## config.mk

```make
export PLATFORM = sky130hd
export DESIGN_NAME = irq_level_front
export DESIGN_NICKNAME = d
export VERILOG_FILES = /design/src/rtl/ilf_pkg.sv /design/src/rtl/ilf_sync.sv /design/src/rtl/ilf_regs.sv /design/src/rtl/ilf_line.sv /design/src/rtl/irq_level_front.sv
export SDC_FILE = /design/constraint.sdc
export NUM_CORES = 1
export LEC_CHECK = 0
export ABC_AREA = 1
export CAP_MARGIN = 40
export CORE_UTILIZATION = 55
export CTS_CLUSTER_DIAMETER = 50
export CTS_CLUSTER_SIZE = 25
export DETAILED_ROUTE_END_ITERATION = 7
export PLACE_DENSITY_LB_ADDON = 0.2
export RECOVER_POWER = 50
export REMOVE_ABC_BUFFERS = 1
export SLEW_MARGIN = 40
export SYNTH_ARGS = -nofsm -noshare
export SYNTH_HDL_FRONTEND = slang
export SYNTH_SLANG_ARGS = --single-unit
```

## constraint.sdc

```tcl
create_clock -name clk -period 2 [get_ports clk]
set_clock_uncertainty 0.1 [all_clocks]
set_input_delay 0.4 -clock clk [delete_from_list [all_inputs] [get_ports clk]]
set_output_delay 0.4 -clock clk [all_outputs]
set_load 0.02 [all_outputs]
```

## src/rtl/ilf_pkg.sv

```systemverilog
package ilf_pkg;

    localparam int MAX_LINES = 64;
    localparam int WORD_W    = 16;
    localparam int ADDR_W    = 6;

    typedef enum logic [1:0] {
        BANK_MASK = 2'd0,
        BANK_POL  = 2'd1,
        BANK_ACK  = 2'd2,
        BANK_NONE = 2'd3
    } bank_e;

    typedef struct packed {
        bank_e      bank;
        logic [1:0] word;
    } reg_sel_t;

    typedef struct packed {
        logic pol;
        logic mask;
        logic ack;
    } line_ctl_t;

    function automatic reg_sel_t decode_addr(input logic [ADDR_W-1:0] a);
        reg_sel_t s;
        s.bank = bank_e'(a[5:4]);
        s.word = a[3:2];
        return s;
    endfunction

    function automatic int words_for(input int n);
        return (n + WORD_W - 1) / WORD_W;
    endfunction

    function automatic logic [MAX_LINES-1:0] line_valid(input int n);
        logic [MAX_LINES-1:0] v;
        for (int b = 0; b < MAX_LINES; b++) v[b] = (b < n);
        return v;
    endfunction

endpackage

```

## src/rtl/ilf_sync.sv

```systemverilog
module ilf_sync #(
    parameter int WIDTH = 8
) (
    input  logic             clk,
    input  logic             rst,
    input  logic [WIDTH-1:0] d_async,
    output logic [WIDTH-1:0] q_sync
);
    logic [WIDTH-1:0] stage1;

    always_ff @(posedge clk) begin
        if (rst) begin
            stage1 <= '0;
            q_sync <= '0;
        end else begin
            stage1 <= d_async;
            q_sync <= stage1;
        end
    end
endmodule

```

## src/rtl/ilf_regs.sv

```systemverilog
module ilf_regs
    import ilf_pkg::*;
#(
    parameter int NUM_LINES = 64
) (
    input  logic                 clk,
    input  logic                 rst,
    input  logic [ADDR_W-1:0]    reg_addr,
    input  logic                 reg_wr,
    input  logic                 reg_rd,
    input  logic [WORD_W-1:0]    reg_wdata,
    output logic [WORD_W-1:0]    reg_rdata,
    output logic [NUM_LINES-1:0] mask_vec,
    output logic [NUM_LINES-1:0] pol_vec,
    output logic [NUM_LINES-1:0] ack_vec
);
    localparam int NWORDS = words_for(NUM_LINES);
    localparam int PADDED = NWORDS * WORD_W;
    localparam logic [PADDED-1:0] VALID = PADDED'(line_valid(NUM_LINES));

    reg_sel_t          sel;
    logic [PADDED-1:0] mask_q;
    logic [PADDED-1:0] pol_q;
    logic [PADDED-1:0] ack_pad;
    logic [WORD_W-1:0] rd_word;

    assign sel = decode_addr(reg_addr);

    always_ff @(posedge clk) begin
        if (rst) begin
            mask_q <= VALID;
            pol_q  <= '0;
        end else if (reg_wr) begin
            for (int w = 0; w < NWORDS; w++) begin
                if (sel.word == 2'(w)) begin
                    case (sel.bank)
                        BANK_MASK: mask_q[w*WORD_W +: WORD_W] <= reg_wdata & VALID[w*WORD_W +: WORD_W];
                        BANK_POL:  pol_q[w*WORD_W +: WORD_W]  <= reg_wdata & VALID[w*WORD_W +: WORD_W];
                        default: ;
                    endcase
                end
            end
        end
    end

    always_comb begin
        ack_pad = '0;
        if (reg_wr && sel.bank == BANK_ACK) begin
            for (int w = 0; w < NWORDS; w++) begin
                if (sel.word == 2'(w))
                    ack_pad[w*WORD_W +: WORD_W] = reg_wdata & VALID[w*WORD_W +: WORD_W];
            end
        end
    end

    always_comb begin
        rd_word = '0;
        for (int w = 0; w < NWORDS; w++) begin
            if (sel.word == 2'(w)) begin
                case (sel.bank)
                    BANK_MASK: rd_word = mask_q[w*WORD_W +: WORD_W];
                    BANK_POL:  rd_word = pol_q[w*WORD_W +: WORD_W];
                    default:   rd_word = '0;
                endcase
            end
        end
    end

    always_ff @(posedge clk) begin
        if (rst)         reg_rdata <= '0;
        else if (reg_rd) reg_rdata <= rd_word;
        else             reg_rdata <= '0;
    end

    assign mask_vec = mask_q[NUM_LINES-1:0];
    assign pol_vec  = pol_q[NUM_LINES-1:0];
    assign ack_vec  = ack_pad[NUM_LINES-1:0];

    logic unused_pad;
    assign unused_pad = ^{mask_q, pol_q, ack_pad, reg_addr[1:0]};
endmodule

```

## src/rtl/ilf_line.sv

```systemverilog
module ilf_line
    import ilf_pkg::*;
#(
    parameter bit IS_EDGE = 1'b1,
    parameter bit ACK_EN  = 1'b1
) (
    input  logic      clk,
    input  logic      rst,
    input  logic      lvl_in,
    input  line_ctl_t ctl,
    output logic      pend,
    output logic      irq
);
    logic act;
    assign act = lvl_in ^ ctl.pol;

    if (IS_EDGE) begin : g_edge
        logic prev;
        logic rise;
        logic pend_n;

        assign rise = act & ~prev;

        if (ACK_EN) begin : g_ack
            assign pend_n = rise | (pend & ~ctl.ack);
        end else begin : g_noack
            assign pend_n = rise | (pend & act);
            logic unused_ack;
            assign unused_ack = ctl.ack;
        end

        always_ff @(posedge clk) begin
            if (rst) begin
                prev <= 1'b0;
                pend <= 1'b0;
            end else begin
                prev <= act;
                pend <= pend_n;
            end
        end

        assign irq = pend & ~ctl.mask;
    end else begin : g_level
        assign pend = 1'b0;
        assign irq  = act & ~ctl.mask;
        logic unused_lvl;
        assign unused_lvl = ^{ctl.ack, clk, rst};
    end
endmodule

```

## src/rtl/irq_level_front.sv

```systemverilog
module irq_level_front
    import ilf_pkg::*;
#(
    parameter int                   NUM_LINES  = 64,
    parameter logic [MAX_LINES-1:0] EDGE_LINES = {MAX_LINES{1'b1}},
    parameter bit                   ACK_EN     = 1'b1
) (
    input  logic                 clk,
    input  logic                 rst,
    input  logic [NUM_LINES-1:0] irq_raw,
    input  logic [ADDR_W-1:0]    reg_addr,
    input  logic                 reg_wr,
    input  logic                 reg_rd,
    input  logic [WORD_W-1:0]    reg_wdata,
    output logic [WORD_W-1:0]    reg_rdata,
    output logic [NUM_LINES-1:0] irq_out
);
    if (NUM_LINES < 1 || NUM_LINES > MAX_LINES) begin : g_bad_count
        $error("irq_level_front: NUM_LINES out of range");
    end

    logic [NUM_LINES-1:0] sync_vec;
    logic [NUM_LINES-1:0] mask_vec;
    logic [NUM_LINES-1:0] pol_vec;
    logic [NUM_LINES-1:0] ack_vec;
    logic [NUM_LINES-1:0] pend_vec;

    ilf_sync #(.WIDTH(NUM_LINES)) u_sync (
        .clk     (clk),
        .rst     (rst),
        .d_async (irq_raw),
        .q_sync  (sync_vec)
    );

    ilf_regs #(.NUM_LINES(NUM_LINES)) u_regs (
        .clk       (clk),
        .rst       (rst),
        .reg_addr  (reg_addr),
        .reg_wr    (reg_wr),
        .reg_rd    (reg_rd),
        .reg_wdata (reg_wdata),
        .reg_rdata (reg_rdata),
        .mask_vec  (mask_vec),
        .pol_vec   (pol_vec),
        .ack_vec   (ack_vec)
    );

    for (genvar i = 0; i < NUM_LINES; i++) begin : g_line
        line_ctl_t ctl;
        assign ctl = '{pol: pol_vec[i], mask: mask_vec[i], ack: ack_vec[i]};

        ilf_line #(
            .IS_EDGE (EDGE_LINES[i]),
            .ACK_EN  (ACK_EN)
        ) u_line (
            .clk    (clk),
            .rst    (rst),
            .lvl_in (sync_vec[i]),
            .ctl    (ctl),
            .pend   (pend_vec[i]),
            .irq    (irq_out[i])
        );
    end
endmodule

```

==> flow_summary_export.csv <==
group,metric,value,unit
place,gp_congestion,0.845,
logic_synthesis,avgSynthCellArea,7.13,µm²
timing,rsz0062_at_grt,"false",
timing,finalHoldViolCount,0,
drt,first_pass_iters,7,
power,irDropWorstVdd,552,µV
timing,setup_viol,0,
drt,wire_per_inst,14.7,µm
drt,first_iter_violations,1326,
floorplanning,floorplan.initialDensity,0.562,
timing,fin_ws,43.4,ps
grt,grt_max_degree,129,
worst_setup_path,crit_arrival,1460,ps
floorplanning,die_area,29100,µm²
cts,cts_inserted_buffers,35,
logic_synthesis,synth_edf_count,0,
power,totalPowerFinal,16.9,mW
layout,syn2layout_area_growth,20.3,%
place,dpl.hpwl,26.7,mm
timing,max_slew_margin,0.0235,
cts,insertion_delay,510,ps
timing,drv_slew,0,
layout,post_route_cells_drive_above_1_share,0.0666,
cts,clk_pin_slew,70,ps
place,pre_cts_slack,-153,ps
worst_setup_path,critPathBufInv,2,
floorplanning,dieWidth,171,µm
logic_synthesis,synthTopCellsByArea,"dfxtp_1, nand2_1, nor2_1, inv_1, o32ai_1",
drt,vias,13800,
floorplanning,row_count,61,
worst_setup_path,crit_path_max_fanout,2,
worst_setup_path,cpPeakStageDelay,370,ps
drt,vias_per_cell,5.10,
logic_synthesis,ys.flop_type,"dfxtp_1",
logic_synthesis,yosysWarnings,0,
worst_setup_path,crit_chain,"inv_1 -> nor2_1 -> dlygate4sd2_1",
timing,tns,0,ps
layout,stdcell_count,2705,
logic_synthesis,synth_cells,2194,
cts,root_buffer,"clkbuf_16",
job,cap_violations,0,
place,numPortBuffers,167,
worst_setup_path,cp-end-kind,"output pin",
grt,grt_pass1_vias,12900,
drt,ant_nets,0,
min_path,hp-class,"input pin to flip-flop",
cts,cts_sinks,400,
layout,nets,2390,
timing,worstMarginPinSlew,1460,ps
logic_synthesis,synth_top_cell_by_area,"dfxtp_1",
grt,overflow,0,
floorplanning,die_h,171,µm
power,p_leak,8.57,nW
worst_setup_path,crit_slowest_cell,"dlygate4sd2_1",
place,placed_cells,2641,
logic_synthesis,synth.yosys.seq_area_share,0.512,
worst_setup_path,crit_type,"flip-flop to output pin",
timing,finalCritPeriodShare,0.978,
logic_synthesis,netlist_area,15600,µm²
logic_synthesis,yosysMostFrequentCell,"nand2_1",
worst_setup_path,start_kind,"flip-flop",
logic_synthesis,synth_top_area_frac,0.512,
worst_setup_path,cp.required,1500,ps
drt,drc,0,
grt,grt_first_pass_wirelength,63.7,mm
status,status,"finished clean",
grt,antenna_found_initial,2,
logic_synthesis,synthTopCellsByCount,"nand2_1, nor2_1, dfxtp_1",
timing,period_needed,1960,ps
floorplanning,pin_count,170,
power,powerDensity,900,nW/µm²
cts,post_cts_buffers,0,
logic_synthesis,synth_seq_cells,400,
floorplanning,coreArea,27900,µm²
logic_synthesis,synthArstFlopShare,0,
timing,fmax,511,MHz
cts,cts_max_level,2,
drt,drt-total-wl,39.8,mm
grt,globalRouteTotalUtil,0.275,
cts,cts_tree,"built",
timing,fin_hold_ws,292,ps
logic_synthesis,synth_cell_types,20,
worst_setup_path,cp_top_family,"buffers and inverters",
cts,cts_buffer_depth,3,
-- timing repair --
action / in CTS / in global routing
setup endpoints to repair: 64 / 5
hold buffers: 0 / 0
resized for setup: 64 / 6
-- worst min-delay path: cells and delay by family --
family	cells	cell delay, ps
buffers and inverters	2	440
and+or+nand+nor	1	30
-- placed cells by master (no fill, tap or decap), types with 3 or more instances in the layout --
cell	n
o211ai_1	16
inv_6	3
o32ai_1	64
nor2_2	3
nor2_1	548
clkbuf_16	37
nand3_1	111
inv_2	8
dfxtp_1	400
clkdlybuf4s50_1	98
dlygate4sd2_1	62
nand2_2	3
buf_4	52
buf_12	21
clkinvlp_4	6
clkinv_4	4
clkbuf_8	3
bufinv_16	3
clkbuf_4	3
o21ai_0	63
inv_1	200
dlymetal6s2s_1	3
clkbuf_1	4
nand2_1	598
-- kinds of logic after synthesis --
family | after synthesis | synth area share
compound gates | 145 | 0.0643
buf+inv | 385 | 0.110
flops | 400 | 0.512
simple gates | 1264 | 0.314
-- routing by layer --
metal | GRT usage | share of wire | vias up
li1 | - | - | 6883
met1 | 0.366 | 0.44 | 6283
met2 | 0.455 | 0.46 | 565
met3 | 0.0389 | 0.077 | 74
met4 | 0.0956 | 0.028 | 0
met5 | 0 | 0 | -
-- registers in the layout, indices dropped and copies added (netlist names) --
name                       flops
g_line.u_line.g_edge.prev     64
g_line.u_line.pend            64
u_regs.mask_vec               64
u_regs.pol_vec                64
u_sync.q_sync                 64
u_sync.stage1                 64
u_regs.reg_rdata              16
-- stage by stage --
stage	area, µm²	utilization
6_report	18800	0.676
5_1_grt	18800	0.676
4_1_cts	18900	0.678
3_5_place_dp	17700	0.637
3_3_place_gp	17700	0.637
2_1_floorplan	14700	-
-- path summary, 6_finish.rpt --
check / start / endpoint / slack [ps] / cells past startpoint
worst min register to register: u_sync.stage1[57] / u_sync.q_sync[57] / 300 / 2
worst max register to register: u_regs.pol_vec[46] / u_regs.reg_rdata[14] / 850 / 6
worst max-delay path: g_line[25].u_line.pend / irq_out[25] / 40 / 3
worst min-delay path: irq_raw[18] / u_sync.stage1[18] / 290 / 3
-- layout make-up --
type | instances | area [µm²]
fill | 2372 | 9030
clock inverter | 21 | 245
tap | 378 | 473
antenna | 1 | 2.50
sequential | 400 | 8010
clock buffer | 42 | 975
timing repair buffer | 245 | 2430
multi-input combinational | 1409 | 5910
inverter | 209 | 785
-- power breakdown --
group          leakage [nW]  internal, mW  switching [mW]
Combinational          4.71         0.567           0.833
Sequential             3.28          8.30           0.171
Clock                 0.580          3.97            3.11
Note: power is estimated with default switching activity, not from simulation.
